<file path="config.mk">
export PLATFORM = sky130hd
export DESIGN_NAME = adc_clk_trig_ctrl
export DESIGN_NICKNAME = d
export VERILOG_FILES = /design/src/rtl/adc_ctl_pkg.sv /design/src/rtl/adc_prescaler.sv /design/src/rtl/adc_trig_src.sv /design/src/rtl/adc_start_ctl.sv /design/src/rtl/adc_clk_trig_ctrl.sv
export SDC_FILE = /design/constraint.sdc
export NUM_CORES = 1
export LEC_CHECK = 0
export ABC_AREA = 1
export ABC_CLOCK_PERIOD_IN_PS = 4650
export BUFFER_PORTS_ARGS = -buffer_cell sky130_fd_sc_hd__buf_2
export CAP_MARGIN = 0
export CORE_ASPECT_RATIO = 1.4
export CORE_MARGIN = 5
export CORE_UTILIZATION = 28
export CTS_BUF_LIST = sky130_fd_sc_hd__clkbuf_4 sky130_fd_sc_hd__clkbuf_8
export DETAILED_ROUTE_END_ITERATION = 10
export GPL_TIMING_DRIVEN = 0
export SLEW_MARGIN = 20
export SYNTH_ARGS = -nofsm -noshare
export SYNTH_HDL_FRONTEND = slang
export SYNTH_SLANG_ARGS = --single-unit
</file>
<file path="constraint.sdc">
create_clock -name clk_i -period 4.65 [get_ports clk_i]
set_input_delay 0.93 -clock clk_i [delete_from_list [all_inputs] [get_ports clk_i]]
set_output_delay 0.93 -clock clk_i [all_outputs]
set_load 0.01 [all_outputs]
</file>
<file path="src/rtl/adc_ctl_pkg.sv">
package adc_ctl_pkg;
  localparam int unsigned DIV_SEL_W = 3;
  localparam int unsigned N_EVT     = 7;

  typedef enum logic [2:0] {
    TRIG_FREE    = 3'd0,
    TRIG_ACMP    = 3'd1,
    TRIG_EXT0    = 3'd2,
    TRIG_T0_CMP  = 3'd3,
    TRIG_T0_OVF  = 3'd4,
    TRIG_T1_CMPB = 3'd5,
    TRIG_T1_OVF  = 3'd6,
    TRIG_T1_CAP  = 3'd7
  } trig_src_e;
endpackage

</file>
<file path="src/rtl/adc_prescaler.sv">
module adc_prescaler #(
  parameter int unsigned SEL_W = 3
) (
  input  logic             clk_i,
  input  logic             rst_ni,
  input  logic             en_i,
  input  logic [SEL_W-1:0] sel_i,
  output logic             tick_o
);
  localparam int unsigned CNT_W = (1 << SEL_W) - 1;

  logic [CNT_W-1:0] cnt_q, lim;
  logic [SEL_W-1:0] shamt;

  // codes 0 and 1 both divide by two
  always_comb begin
    shamt = (sel_i == '0) ? SEL_W'(1) : sel_i;
    lim   = CNT_W'((1 << shamt) - 1);
  end

  always_ff @(posedge clk_i or negedge rst_ni) begin
    if (!rst_ni)          cnt_q <= '0;
    else if (!en_i)       cnt_q <= '0;
    else if (cnt_q >= lim) cnt_q <= '0;
    else                  cnt_q <= cnt_q + 1'b1;
  end

  assign tick_o = en_i && (cnt_q >= lim);
endmodule

</file>
<file path="src/rtl/adc_trig_src.sv">
module adc_trig_src #(
  parameter int unsigned N_EVT = 7,
  parameter int unsigned SEL_W = 3
) (
  input  logic             clk_i,
  input  logic             rst_ni,
  input  logic             auto_en_i,
  input  logic [SEL_W-1:0] sel_i,
  input  logic [N_EVT-1:0] evt_i,
  input  logic             done_i,
  output logic             edge_o
);
  localparam int unsigned N_SRC = N_EVT + 1;

  logic [N_SRC-1:0] src_vec;
  logic             src, src_q;
  logic [SEL_W-1:0] sel_q;
  logic             to_free;

  assign src_vec = {evt_i, done_i};

  always_comb begin
    src = 1'b0;
    for (int k = 0; k < N_SRC; k++)
      if (sel_i == SEL_W'(k)) src = src_vec[k];
  end

  // moving onto free-running is never an edge
  assign to_free = (sel_i == '0) && (sel_q != '0);

  always_ff @(posedge clk_i or negedge rst_ni) begin
    if (!rst_ni) begin
      src_q <= 1'b0;
      sel_q <= '0;
    end else begin
      src_q <= src;
      sel_q <= sel_i;
    end
  end

  assign edge_o = auto_en_i && src && !src_q && !to_free;
endmodule

</file>
<file path="src/rtl/adc_start_ctl.sv">
module adc_start_ctl (
  input  logic clk_i,
  input  logic rst_ni,
  input  logic adc_en_i,
  input  logic trig_i,
  input  logic req_i,
  input  logic done_i,
  output logic start_o
);
  logic busy_q, done_q, done_rise, idle, accept;

  assign done_rise = done_i && !done_q;
  // a done edge frees the slot in the same cycle (free-running restart)
  assign idle      = !busy_q || done_rise;
  assign accept    = adc_en_i && idle && (trig_i || req_i);

  always_ff @(posedge clk_i or negedge rst_ni) begin
    if (!rst_ni) begin
      busy_q  <= 1'b0;
      done_q  <= 1'b0;
      start_o <= 1'b0;
    end else begin
      done_q  <= done_i;
      start_o <= accept;
      if (!adc_en_i)      busy_q <= 1'b0;
      else if (accept)    busy_q <= 1'b1;
      else if (done_rise) busy_q <= 1'b0;
    end
  end
endmodule

</file>
<file path="src/rtl/adc_clk_trig_ctrl.sv">
module adc_clk_trig_ctrl #(
  parameter int unsigned DIV_SEL_W = adc_ctl_pkg::DIV_SEL_W,
  parameter int unsigned N_EVT     = adc_ctl_pkg::N_EVT,
  localparam int unsigned TRIG_W   = $clog2(N_EVT + 1)
) (
  input  logic                 clk_i,
  input  logic                 rst_ni,
  input  logic                 adc_en_i,
  input  logic [DIV_SEL_W-1:0] div_sel_i,
  input  logic                 auto_trig_en_i,
  input  logic [TRIG_W-1:0]    trig_sel_i,
  input  logic [N_EVT-1:0]     evt_flags_i,
  input  logic                 start_req_i,
  input  logic                 conv_done_i,
  output logic                 conv_clk_en_o,
  output logic                 start_o
);
  logic trig_edge;

  adc_prescaler #(.SEL_W(DIV_SEL_W)) u_presc (
    .clk_i  (clk_i),
    .rst_ni (rst_ni),
    .en_i   (adc_en_i),
    .sel_i  (div_sel_i),
    .tick_o (conv_clk_en_o)
  );

  adc_trig_src #(.N_EVT(N_EVT), .SEL_W(TRIG_W)) u_trig (
    .clk_i     (clk_i),
    .rst_ni    (rst_ni),
    .auto_en_i (auto_trig_en_i),
    .sel_i     (trig_sel_i),
    .evt_i     (evt_flags_i),
    .done_i    (conv_done_i),
    .edge_o    (trig_edge)
  );

  adc_start_ctl u_start (
    .clk_i    (clk_i),
    .rst_ni   (rst_ni),
    .adc_en_i (adc_en_i),
    .trig_i   (trig_edge),
    .req_i    (start_req_i),
    .done_i   (conv_done_i),
    .start_o  (start_o)
  );
endmodule

</file>
==> metrics.md <==
| Metric | Value |
|---|---|
| Ant. Diodes | `0` |
| Final min period | `3.57 ns` |
| Total grt overflow | `0` |
| Synth Area in Compound Gates | `0.0648` |
| Reg2reg end | `u_presc.cnt_q[4]$_DFF_PN0_` |
| Post-CTS Resized | `0` |
| Final setup fails | `0` |
| Vias | `slightly below 800` |
| Critical path class | `input port to primary output` |
| Clock tree buffer depth | `2` |
| Via density | `approximately 4.5` |
| CTS tree | `yes` |
| Setup tns final | `0 ns` |
| Clock Skews | `roughly 0.0018 ns` |
| Worst setup path endpoint | `conv_clk_en_o` |
| Setup slack, reg-to-reg | `between 3 and 4 ns` |
| Synth Warn # | `0` |
| Data required, critical path | `approximately 3.7 ns` |
| Total CTS buffers | `3` |
| Nets@finish | `~170` |
| Synth Area in XOR/XNOR | `0.0483` |
| Largest net degree at the start of global routing | `15` |
| Simple-gate area share of the yosys netlist | `0.306` |
| Leak | `between 0.5 and 0.6 nW` |
| Clock network power share | `0.323` |
| Die X | `58.1 um` |
| Max-cap violations | `0` |
| Max-slew violations | `0` |
| Gr usage total | `0.0929` |
| Status | `complete, no violations` |
| Vias in the first global route | `slightly below 900` |
| Mapped cell area | `907 um2` |
| Post-CTS Setup Repair Bufs | `0` |
| GPL Wtd Cong | `approximately 0.82` |
| Post-Syn Instances | `between 100 and 150` |
| Logic pwr share | `0.207` |
| WL/cell | `10.2 um` |
| Clk sinks | `14` |
| Post-synth cell types | `25` |
| Master cell of the clock root buffer | `clkbuf_8` |
| Worst hold path class | `flip-flop to flip-flop` |
| Sequential-to-total area share from yosys stat | `0.386` |
| Post-synth EDFFs | `0` |
| Post-layout total power | `0.290 mW` |
| Chip height | `between 70 and 80 um` |
| H-tree levels | `1` |
| CTS clk-pin slew, worst paths | `0.05 ns` |
| IO Count | `21` |
| CTS Hold Buffers Added | `0` |
| First-pass GRT wire length | `about 3.4 mm` |
| DRT antenna net count | `0` |
| Synthesized area per cell | `8.10 um2` |
| Power Density | `between 200 and 300 nW/um2` |
| Initial antenna violation count | `0` |
| Switching power total | `about 0.076 mW` |
| DRC errors left | `0` |
| Switching Fraction | `0.264` |
| R2R Path Start | `u_presc.cnt_q[2]$_DFF_PN0_` |
| CP arrival | `about 2.6 ns` |
| Largest family of logic cells by synthesized area | `simple AND/OR/NAND/NOR gates` |
| Crit path max fanout | `5` |
| P_int | `0.213 mW` |
| Initial core utilization | `0.290` |
| Crit. End Element | `primary output` |
| Dpl hpwl | `1.57 mm` |
| Share of cells above drive strength 1 | `0.221` |
| Hold Violations, Final | `0` |
| CP Launch Point | `div_sel_i[1]` |
| Unrepaired setup endpoints after global routing | `no` |
| Core ar. | `3120 um2` |
| Max Fclk | `around 0.28 GHz` |
| Adder-Cell Fraction of Synth Area | `0.124` |
| Proportion of synthesized area in mux cells | `0` |
| IO buf count | `20` |
| Ys async rst share | `1.00` |
| Sequential share of power | `0.470` |
| Tcrit/Tclk final | `0.769` |
| Total Die Area | `around 4500 um2` |
| Area added between synthesis and finish | `21.4%` |
| FP Rows | `24` |
| Startpoint types | `input port` |
| Total Routed Length | `roughly 1.8 mm` |
| Initial DRC Count | `14` |
| Synth Flop Type | `dfrtp_1` |
| TritonRoute pass-1 iters | `4` |
| Worst Reg-to-Reg Cells | `6` |
| Clk_lat worst skew | `between 0.2 and 0.25 ns` |
| Flop and latch count out of synthesis | `14` |
| Worst VDD drop | `roughly 0.099 mV` |
[logic make-up (layout without fill, tap and decap cells)]
group | count (synthesis) | count (layout)
and+or+nand+nor | 57 | 57
xor gates and xnor gates | 5 | 5
DFF | 14 | 14
buffers and inverters | 16 | 39
adders and majority gates | 9 | 9
AOI/OAI and AO/OA | 10 | 10
other | 1 | 2
[sequential cells by signal, indices dropped and copies added, names as in the netlist]
| register | cells |
|---|---|
| u_start.done_q | 1 |
| u_start.busy_q | 1 |
| u_trig.sel_q | 3 |
| u_start.start_o | 1 |
| u_presc.cnt_q | 7 |
| u_trig.src_q | 1 |
[per-stage QoR]
stage	cell area, um2	hold WS [ns]	util	worst slack (ns)	std cells
floorplan	911	0.454	-	1.41	113
global placement	1060	0.474	0.339	1.09	172
detailed placement	1060	0.483	0.339	1.03	172
CTS	1100	0.491	0.353	1.03	175
global route	1100	0.498	0.353	0.893	175
finish	1100	0.490	0.353	1.08	175
[power groups by stage]
| stage | sequential, mW | clock [mW] | combinational (mW) |
|---|---|---|---|
| floorplan | 0.137 | 0 | 0.0383 |
| global placement | 0.138 | 0 | 0.0577 |
| detailed placement | 0.138 | 0 | 0.0615 |
| CTS | 0.136 | 0.0974 | 0.0617 |
| global route | 0.137 | 0.103 | 0.0722 |
| finish | 0.136 | 0.0936 | 0.0599 |
[Yosys cell counts, types with 2 or more instances]
| cell | count | share of area |
|---|---|---|
| inv_2 | 2 | 0.0083 |
| dfrtp_1 | 14 | 0.39 |
| nor3b_1 | 2 | 0.017 |
| inv_1 | 14 | 0.058 |
| nand3_2 | 3 | 0.033 |
| o211ai_1 | 2 | 0.017 |
| a21oi_1 | 3 | 0.017 |
| nand2_1 | 20 | 0.083 |
| nand3b_1 | 2 | 0.017 |
| o21ai_0 | 2 | 0.011 |
| ha_1 | 9 | 0.12 |
| nor2_1 | 14 | 0.058 |
| nand3_1 | 7 | 0.039 |
| xor2_1 | 4 | 0.039 |
| nand4_1 | 4 | 0.028 |
[cell type report]
class	instances	area (um2)
inverters	16	60.1
flip-flops and latches	14	350
clock buffers	3	41.3
repair buffers	20	100
fillers	364	2020
well taps	39	48.8
multi-input cells	83	500
[cells in the final DEF (no fill, tap or decap), types with 3 or more instances in the layout]
master	n
ha_1	9
nand4_1	4
dfrtp_1	14
inv_1	14
a21oi_1	3
buf_2	20
nand3_2	3
nand2_1	20
clkbuf_8	3
nor2_1	14
nand3_1	7
xor2_1	4
[critical path, cell delays in order]
cell and delay, ns:
buf_2 0.12, or2_2 0.29, ha_1 0.21, xor2_1 0.16, ha_1 0.31, nand2_1 0.06
o21ai_1 0.15, nand4_1 0.12, nand3_1 0.08, nand2_1 0.05, inv_1 0.04, buf_2 0.11
[worst min path at each step]
stage / start / slack [ns] / cells past startpoint / to
6_report: u_presc.cnt_q[0]$_DFF_PN0_ / 0.49 / 1 / u_presc.cnt_q[0]$_DFF_PN0_
2_1_floorplan: u_presc.cnt_q[0]$_DFF_PN0_ / 0.45 / 1 / u_presc.cnt_q[0]$_DFF_PN0_
3_3_place_gp: u_presc.cnt_q[0]$_DFF_PN0_ / 0.47 / 1 / u_presc.cnt_q[0]$_DFF_PN0_
4_1_cts: u_presc.cnt_q[0]$_DFF_PN0_ / 0.49 / 1 / u_presc.cnt_q[0]$_DFF_PN0_
5_1_grt: u_presc.cnt_q[0]$_DFF_PN0_ / 0.50 / 1 / u_presc.cnt_q[0]$_DFF_PN0_
3_5_place_dp: u_presc.cnt_q[0]$_DFF_PN0_ / 0.48 / 1 / u_presc.cnt_q[0]$_DFF_PN0_
[metal layers]
metal,vias to the layer above,share of wire,track usage
li1,416,-,-
met1,360,0.40,0.101
met2,19,0.53,0.171
met3,0,0.063,0.0233
met4,0,0,0.0302
met5,-,0,0
No activity file was read; power rests on OpenSTA's default activity.
